`src/rtl/cfgp_pkg.sv`:
```
// Shared types and register addresses of the keyed configuration port.
// Assumes byte-wide registers throughout.
package cfgp_pkg;
    localparam int DW = 8;
    typedef logic [DW-1:0] cbyte_t;

    typedef enum logic [1:0] {
        KEY_SHUT = 2'd0,
        KEY_HALF = 2'd1,
        KEY_OPEN = 2'd2
    } key_state_e;

    localparam cbyte_t REG_LDN   = 8'h07;
    localparam cbyte_t REG_ID    = 8'h20;
    localparam cbyte_t REG_REV   = 8'h21;
    localparam cbyte_t REG_STRAP = 8'h26;
    localparam cbyte_t FWD_BASE  = 8'h30;
    localparam int     STRAP_BIT = 6;
    localparam cbyte_t LOCKED_RD = 8'hFF;
endpackage

```
`src/rtl/cfgp_key_fsm.sv`:
```
// Unlock key tracker. Watches index-port writes and opens the bank after two
// consecutive KEY_ON bytes; KEY_OFF closes it. Assumes idx_wr is a one-cycle
// strobe qualified by the host request.
module cfgp_key_fsm
    import cfgp_pkg::*;
#(
    parameter cbyte_t KEY_ON  = 8'h87,
    parameter cbyte_t KEY_OFF = 8'hAA
) (
    input  logic   clk,
    input  logic   rst_n,
    input  logic   idx_wr,
    input  cbyte_t wdata,
    output logic   open
);
    key_state_e st;

    // Key progress: advances on KEY_ON, falls back on anything else.
    always_ff @(posedge clk) begin
        if (!rst_n) begin
            st <= KEY_SHUT;
        end else if (idx_wr) begin
            case (st)
                KEY_SHUT: st <= (wdata == KEY_ON) ? KEY_HALF : KEY_SHUT;
                KEY_HALF: st <= (wdata == KEY_ON) ? KEY_OPEN : KEY_SHUT;
                KEY_OPEN: st <= (wdata == KEY_OFF) ? KEY_SHUT : KEY_OPEN;
                default:  st <= KEY_SHUT;
            endcase
        end
    end

    // Open flag for the rest of the port.
    always_comb open = (st == KEY_OPEN);

    // the bank opens only from the half-key state on a key write
    a_r2_open_from_half: assert property (@(posedge clk) disable iff (!rst_n)
        (open && !$past(open)) |-> ($past(st) == KEY_HALF && $past(idx_wr) && $past(wdata) == KEY_ON));

    // the lock byte closes an open bank
    a_r4_off_key_locks: assert property (@(posedge clk) disable iff (!rst_n)
        (open && idx_wr && wdata == KEY_OFF) |=> !open);
endmodule

```
`src/rtl/cfgp_global_bank.sv`:
```
// Global register bank: the logical-device selector plus read-only identity,
// revision and strap bytes. Assumes writes are already qualified by the open
// state and the data-port offset.
module cfgp_global_bank
    import cfgp_pkg::*;
#(
    parameter cbyte_t ID_BYTE  = 8'hA5,
    parameter cbyte_t REV_BYTE = 8'h3C,
    parameter bit     STRAP_HI = 1'b0
) (
    input  logic   clk,
    input  logic   rst_n,
    input  logic   data_wr,
    input  cbyte_t idx,
    input  cbyte_t wdata,
    output cbyte_t ldn,
    output cbyte_t glb_rdata
);
    localparam cbyte_t STRAP_BYTE = cbyte_t'(STRAP_HI) << STRAP_BIT;

    // Logical-device selector register.
    always_ff @(posedge clk) begin
        if (!rst_n) begin
            ldn <= '0;
        end else if (data_wr && idx == REG_LDN) begin
            ldn <= wdata;
        end
    end

    // Read mux over the global registers; unknown addresses read zero.
    always_comb begin
        case (idx)
            REG_LDN:   glb_rdata = ldn;
            REG_ID:    glb_rdata = ID_BYTE;
            REG_REV:   glb_rdata = REV_BYTE;
            REG_STRAP: glb_rdata = STRAP_BYTE;
            default:   glb_rdata = '0;
        endcase
    end

    // the selector changes only on a data write addressed to it
    a_r9_ldn_hold: assert property (@(posedge clk) disable iff (!rst_n)
        !(data_wr && idx == REG_LDN) |=> $stable(ldn));
endmodule

```
`src/rtl/cfgp_dev_fwd.sv`:
```
// Forwarding path to the logical devices: any index at or above FWD_BASE is
// passed down with a write strobe, and the device's byte is returned.
// Assumes dev_rdata is combinational on the outgoing selector and address.
module cfgp_dev_fwd
    import cfgp_pkg::*;
(
    input  logic   data_wr,
    input  cbyte_t idx,
    input  cbyte_t wdata,
    input  cbyte_t dev_rdata,
    output logic   fwd_hit,
    output cbyte_t fwd_rdata,
    output cbyte_t dev_addr,
    output cbyte_t dev_wdata,
    output logic   dev_we
);
    // Decode the device window and drive the device bus.
    always_comb begin
        fwd_hit   = (idx >= FWD_BASE);
        dev_addr  = idx;
        dev_wdata = wdata;
        dev_we    = data_wr && fwd_hit;
        fwd_rdata = dev_rdata;
    end
endmodule

```
`src/rtl/keyed_cfg_port.sv`:
```
// Keyed index/data configuration port. Owns the index register and the
// registered read path; delegates key tracking, global registers and device
// forwarding. Assumes host_req is a one-cycle strobe with stable fields.
module keyed_cfg_port
    import cfgp_pkg::*;
#(
    parameter cbyte_t      KEY_ON       = 8'h87,
    parameter cbyte_t      KEY_OFF      = 8'hAA,
    parameter cbyte_t      ID_BYTE      = 8'hA5,
    parameter cbyte_t      REV_BYTE     = 8'h3C,
    parameter bit          STRAP_HI     = 1'b0,
    parameter logic [15:0] PORT_LO_BASE = 16'h002E,
    parameter logic [15:0] PORT_HI_BASE = 16'h004E
) (
    input  logic          clk,
    input  logic          rst_n,
    input  logic          host_req,
    input  logic          host_we,
    input  logic          host_addr,
    input  logic [DW-1:0] host_wdata,
    output logic [DW-1:0] host_rdata,
    output logic          host_rvalid,
    output logic          cfg_mode,
    output logic [15:0]   win_base,
    output logic [DW-1:0] dev_sel,
    output logic [DW-1:0] dev_addr,
    output logic [DW-1:0] dev_wdata,
    output logic          dev_we,
    input  logic [DW-1:0] dev_rdata
);
    logic   idx_wr, data_wr, rd_req, open, fwd_hit;
    cbyte_t idx, glb_rdata, fwd_rdata, rd_val;

    // Qualified host strobes.
    always_comb begin
        idx_wr  = host_req && host_we && !host_addr;
        data_wr = host_req && host_we && host_addr && open;
        rd_req  = host_req && !host_we;
    end

    cfgp_key_fsm #(.KEY_ON(KEY_ON), .KEY_OFF(KEY_OFF)) u_key (
        .clk(clk), .rst_n(rst_n), .idx_wr(idx_wr), .wdata(host_wdata), .open(open)
    );

    cfgp_global_bank #(.ID_BYTE(ID_BYTE), .REV_BYTE(REV_BYTE), .STRAP_HI(STRAP_HI)) u_glb (
        .clk(clk), .rst_n(rst_n), .data_wr(data_wr), .idx(idx), .wdata(host_wdata),
        .ldn(dev_sel), .glb_rdata(glb_rdata)
    );

    cfgp_dev_fwd u_fwd (
        .data_wr(data_wr), .idx(idx), .wdata(host_wdata), .dev_rdata(dev_rdata),
        .fwd_hit(fwd_hit), .fwd_rdata(fwd_rdata), .dev_addr(dev_addr),
        .dev_wdata(dev_wdata), .dev_we(dev_we)
    );

    // Index register: cleared while locked, loaded by non-lock index writes.
    always_ff @(posedge clk) begin
        if (!rst_n) begin
            idx <= '0;
        end else if (!open) begin
            idx <= '0;
        end else if (idx_wr && host_wdata != KEY_OFF) begin
            idx <= host_wdata;
        end
    end

    // Read value selection for both ports.
    always_comb begin
        if (!open)          rd_val = LOCKED_RD;
        else if (!host_addr) rd_val = idx;
        else if (fwd_hit)   rd_val = fwd_rdata;
        else                rd_val = glb_rdata;
    end

    // Registered read data and its one-cycle valid flag.
    always_ff @(posedge clk) begin
        if (!rst_n) begin
            host_rdata  <= LOCKED_RD;
            host_rvalid <= 1'b0;
        end else begin
            host_rvalid <= rd_req;
            if (rd_req) host_rdata <= rd_val;
        end
    end

    // Strap-selected window base.
    generate
        if (STRAP_HI) begin : g_base_hi
            assign win_base = PORT_HI_BASE;
        end else begin : g_base_lo
            assign win_base = PORT_LO_BASE;
        end
    endgenerate

    // Open flag to the outside.
    always_comb cfg_mode = open;

    // a read while locked returns the locked byte next cycle
    a_r3_locked_read_ff: assert property (@(posedge clk) disable iff (!rst_n)
        (host_req && !host_we && !cfg_mode) |=> (host_rdata == LOCKED_RD && host_rvalid));

    // without a read request the read data holds and valid is low
    a_r5_rdata_hold: assert property (@(posedge clk) disable iff (!rst_n)
        !(host_req && !host_we) |=> ($stable(host_rdata) && !host_rvalid));

    // a device write strobe only appears while open and inside the window
    a_r10_fwd_window: assert property (@(posedge clk) disable iff (!rst_n)
        dev_we |-> (cfg_mode && dev_addr >= FWD_BASE && host_addr));
endmodule

```
`config.mk`:
```
export PLATFORM = sky130hd
export DESIGN_NAME = keyed_cfg_port
export DESIGN_NICKNAME = d
export VERILOG_FILES = /design/src/rtl/cfgp_pkg.sv /design/src/rtl/cfgp_key_fsm.sv /design/src/rtl/cfgp_global_bank.sv /design/src/rtl/cfgp_dev_fwd.sv /design/src/rtl/keyed_cfg_port.sv
export SDC_FILE = /design/constraint.sdc
export NUM_CORES = 1
export LEC_CHECK = 0
export BUFFER_PORTS_ARGS = -buffer_cell sky130_fd_sc_hd__buf_2
export CORE_MARGIN = 2
export CORE_UTILIZATION = 40
export CTS_CLUSTER_SIZE = 40
export DETAILED_ROUTE_END_ITERATION = 16
export GPL_TIMING_DRIVEN = 0
export HOLD_SLACK_MARGIN = 0.12
export PLACE_DENSITY = 0.66
export SLEW_MARGIN = 15
export SYNTH_ARGS = -nofsm -noshare
export SYNTH_HDL_FRONTEND = slang
export SYNTH_SLANG_ARGS = --single-unit
```
`constraint.sdc`:
```
create_clock -name clk -period 1.7 [get_ports clk]
set_input_delay 0.34 -clock clk [delete_from_list [all_inputs] [get_ports clk]]
set_output_delay 0.34 -clock clk [all_outputs]
set_load 0.02 [all_outputs]
```
* After elaboration in Yosys (flattened, before gate mapping)
Index checks and enable logic that the tools add are counted.
Operators by class: $lt $le $gt $ge 1, eq/ne operators 8, muxes and demuxes 8, reduce and logical (&&, ||, !) cells 12
Operators by type and width (number):
- $mux 8 | 3
- $pmux 8 s3 | 1
- $eq 8x6->1 const B | 2
- $eq 8x8->1 const B | 2
- $eq 8x3->1 const B | 1
- $ge 8x6->1 const B | 1
- $logic_and 1x1->1 | 8
- $ne 8x8->1 const B | 1
- $pmux 2 s3 | 1
- $mux 2 | 2
- $eq 2x1->1 const B | 1
- $eq 2x2->1 const B | 1
- $logic_not 1->1 | 2
- $logic_not 2->1 | 1
- $reduce_and 2->1 | 1
- $mux 1 | 1
Word-level totals: bits in registers 27, input port bits 21, output and inout port bits 51, word-level logic and storage cells 34

* Depth between registers and ports, before layout
depth in word-level cells 5, gate-level depth with buffers 6, gate-level depth less buffers 4

* Hierarchy
From an unflattened synthesis, not the netlist that was laid out.
Unflattened totals: cell total of the unflattened synthesis 208, area total of the unflattened synthesis 1826.8 um2
Modules (own cells, without submodules):
- keyed_cfg_port | instances 1, cells each 110, area an instance 1011.0 um2, sequential area each 340.3 um2
- cfgp_global_bank | instances 1, cells each 58, area an instance 478.0 um2, sequential area each 160.2 um2
- cfgp_dev_fwd | instances 1, cells each 26, area an instance 195.2 um2, sequential area each 0.0 um2
- cfgp_key_fsm | instances 1, cells each 14, area an instance 142.6 um2, sequential area each 40.0 um2

* Least setup slack after synthesis
OpenSTA, ideal clock, no wires.
kind register to register, start point register idx[5], end point register host_rdata[0], setup time 118 ps, arrival 1445 ps, data required time 1582 ps, slack 137 ps, cell stages (with the launch flop) 5, cells stage by stage dfxtp_1 a211o_2 or3_1 nor3_1 nor2_1
On the way: longest elaborated chain between the ends 5, elaborated cells on any way between the ends 8
RTL lines:
- start: declaration | line keyed_cfg_port.sv:32 | cbyte_t idx, glb_rdata, fwd_rdata, rd_val;
- start signal: assignment | line keyed_cfg_port.sv:63 | idx <= host_wdata;
- branches (longest 2 deep; another with $ge 8x6->1)
- $mux 8 * | line keyed_cfg_port.sv:71 | else if (fwd_hit) rd_val = fwd_rdata;
- $mux 8 * | line keyed_cfg_port.sv:70 | else if (!host_addr) rd_val = idx;
- $mux 8 * | line keyed_cfg_port.sv:69 | if (!open) rd_val = LOCKED_RD;
- end signal: assignment | line keyed_cfg_port.sv:82 | if (rd_req) host_rdata <= rd_val;
- end: declaration | line keyed_cfg_port.sv:21 | output logic [DW-1:0] host_rdata,
Every way passes the cells marked *. A chain may end at the register's enable or synchronous reset.

* Worst setup path in the final report
start point register idx[5], end point output dev_we
On the way: longest elaborated chain between the ends 2
RTL lines:
- $ge 8x6->1 | line cfgp_dev_fwd.sv:19 | fwd_hit = (idx >= FWD_BASE);
- $logic_and 1x1->1 | line cfgp_dev_fwd.sv:22 | dev_we = data_wr && fwd_hit;
- end: declaration | line keyed_cfg_port.sv:28 | output logic dev_we,
No other way between the ends.

==> run metrics <==
run status=finished clean; most frequently used cell type in the post-synthesis netlist=sky130_fd_sc_hd__dfxtp_1; R2R depth=5; post-synthesis sequential area ratio=34.7%; Synth Area per Inst=8.85 um^2; drc violations=0; floorplan die width=66.4 um; H-tree level count=1; largest cells by area after synthesis=sky130_fd_sc_hd__dfxtp_1 (35%), sky130_fd_sc_hd__buf_4 (12%), sky130_fd_sc_hd__mux2i_1 (10%), sky130_fd_sc_hd__nor2_1 (5.5%), sky130_fd_sc_hd__nor2b_1 (4.0%); WL met1=1.86 mm; area of the mapped netlist=1560 um^2; register-to-register path setup slack=0.07 ns; total of warnings raised by yosys=0; power per cell area=565 nW/um^2; count of endpoints failing hold in the final timing report=0; vias in the first global route=1,264; Die Ht=66.4 um; fraction of layout instances using a drive strength above 1=43.0%; arrival time of the worst setup path=1.32 ns; post-synth top area share=34.7%; launching element type of the critical path=flip-flop; fin crit period=1.66 ns; Static Leak=0.992 nW; Max Fclk=604 MHz; cells traversed along the worst timing path=a211o_4, and3_4, buf_6; sum of buffers and inverters on the critical path=1; Die Footprint=4410 um^2; number of instances in the placed design=291; Initial Util=41.9%; cell family with most CP delay=flip-flops; Final TNS setup=0 ns; WHS Path Cells=3; slew of the pin with the lowest slew margin=0.559 ns; setup violators final=0; initial antenna violation count=0; Hold Path End=idx[4]$_SDFFE_PN0P_; Slowest-stage cell, CP=sky130_fd_sc_hd__dfxtp_4; Synth top cells by count=sky130_fd_sc_hd__dfxtp_1 (27), sky130_fd_sc_hd__buf_4 (24), sky130_fd_sc_hd__nor2_1 (23); I/O pins=72; synthesis-stage register bit count=27; reg2reg start=idx[5]$_SDFFE_PN0P_; met3 routed WL=231 um; crit end category=primary output; final-report max-slew violation count=0; number of vias per cell after detailed routing=4.85; share of synthesized flip-flops with an asynchronous set or reset=0%; Reg-to-Reg End=host_rdata[7]$_SDFFE_PN1P_; router iterations before antenna repair=4; number of nets still failing antenna checks after routing=0; Layout Skew=0.00102 ns; Overall Global Routing Usage=17.5%; most used flip-flop cell after synthesis=sky130_fd_sc_hd__dfxtp_1; TritonCTS clock tree=yes; CP max stage delay=0.39 ns; worst setup path class=flip-flop to primary output; sink count of the clock tree=27; wire length of the first global-routing pass=5.94 mm; required time reported for the critical path endpoint=1.36 ns; area inside the core boundary=3720 um^2; HP Class=primary input to flip-flop; input/output buffers=53; number of instances in the synthesized netlist=176; largest fanout on the critical path=7; Max Cap Viol=0; grt total ovfl=0; weighted congestion at the end of routability-driven global placement=0.770; count of antenna diodes in the layout=0; worst slew slack as a fraction of its limit=62.5%; post-detailed-route wirelength per cell=12.7 um; top sig layer=met4; final critical-path setup slack=0.0447 ns; layout-stage area growth over the synthesis result=36.0%; clock-pin slew on the worst setup and hold paths=0.10 ns; peak supply drop=264 uV; count of nets after finishing=280; Hold Crit Start=host_wdata[4]; count of routing violations after the opening detailed-route iteration=70; routed length on met2=1.76 mm; number of standard-cell rows in the floorplan=22; unrepaired setup endpoints after global routing=false; post-detail-place hpwl=2.84 mm; number of synthesized flops with an enable pin=0; largest area contributor in the synthesized netlist=sky130_fd_sc_hd__dfxtp_1; pre-CTS WS=-0.235 ns; cell at the root of the clock tree=sky130_fd_sc_hd__clkbuf_8; filler-free cell count of the finished design=306; number of different library cells in the post-synthesis netlist=39; Final Routed Wirelength=3.89 mm; Max Buffers Root-to-Sink=2; final worst path period share=97.4%; number of clock buffers inserted by TritonCTS=3; number of vias after detailed routing=1,484; largest net degree at the start of global routing=17; source-to-sink clock delay at the later pin of the worst-skew pair=0.27 ns
-- per-stage QoR --
stage	power, mW	hold slack, ns	util (%)	instance area [um^2]
6_report	1.20	0.342	57.0	2120
5_1_grt	1.24	0.333	57.0	2120
4_1_cts	1.20	0.339	54.5	2020
3_5_place_dp	0.832	0.479	52.1	1940
3_3_place_gp	0.832	0.477	52.1	1940
2_1_floorplan	0.780	0.479	-	1610
-- flip-flops by register name (all words and copies together), names as in the netlist --
name and flops:
idx 8, u_glb.ldn 8, host_rdata 8, host_rvalid 1, u_key.st 2
-- placed cells by master, fill, tap and decap left out, drive strengths merged, types with 3 or more instances in the layout --
master / n
nand2b: 3
nor3: 3
a21oi: 4
dfxtp: 27
nand3: 9
clkbuf: 7
o21ai: 4
inv: 3
and2: 3
nor2b: 10
and3: 3
conb: 16
mux2i: 16
a31oi: 4
buf: 90
nand2: 4
nor2: 23
a211oi: 3
-- what timing repair did --
item                       CTS  global route
pin swaps                    1             2
setup buffers                3             9
resized for setup            7             8
setup endpoints to repair    1            13
hold buffers                 0             0
-- per-layer routing --
| metal | vias up | track usage (%) |
|---|---|---|
| met5 | - | 0 |
| li1 | 761 | - |
| met1 | 661 | 24.4 |
| met2 | 58 | 27.4 |
| met4 | 0 | 5.36 |
| met3 | 4 | 3.07 |
-- area by class of cell --
class,count,area [um^2]
multi-input combinational,130,883
clock buffer,3,41.3
clock inverter,1,7.51
fill,369,1600
tap,48,60.1
timing repair buffer,65,362
buffer,29,203
inverter,3,11.3
sequential,27,551
-- worst min-delay path: stages --
cell                      delay (ns)
sky130_fd_sc_hd__buf_2          0.11
sky130_fd_sc_hd__mux2i_1        0.07
sky130_fd_sc_hd__nor2_1         0.07
-- report_power, final --
group | leakage, nW | switching, mW | internal [mW]
Sequential | 0.221 | 0.000165 | 0.630
Clock | 0.0217 | 0.214 | 0.166
Combinational | 0.749 | 0.107 | 0.0785
-- worst max-delay path by stage --
stage	to	cells past startpoint	slack [ns]	start
CTS	dev_we	3	0.02	idx[4]$_SDFFE_PN0P_
global placement	host_rdata[7]$_SDFFE_PN1P_	5	-0.24	rst_n
detailed placement	host_rdata[7]$_SDFFE_PN1P_	5	-0.24	rst_n
global route	u_glb.ldn[7]$_SDFFE_PN0P_	6	0.007	idx[4]$_SDFFE_PN0P_
finish	dev_we	3	0.04	idx[5]$_SDFFE_PN0P_
floorplan	host_rdata[0]$_SDFFE_PN1P_	4	0.14	idx[5]$_SDFFE_PN0P_
-- cell families after synthesis --
kind of cell / share of synthesized area (%)
buffers and inverters: 13.7
AO/OA/AOI/OAI: 14.9
AND/OR/NAND/NOR: 25.9
multiplexers: 10.3
flip-flops: 34.7
other: 0.482
Note: power is estimated with default switching activity, not from simulation.
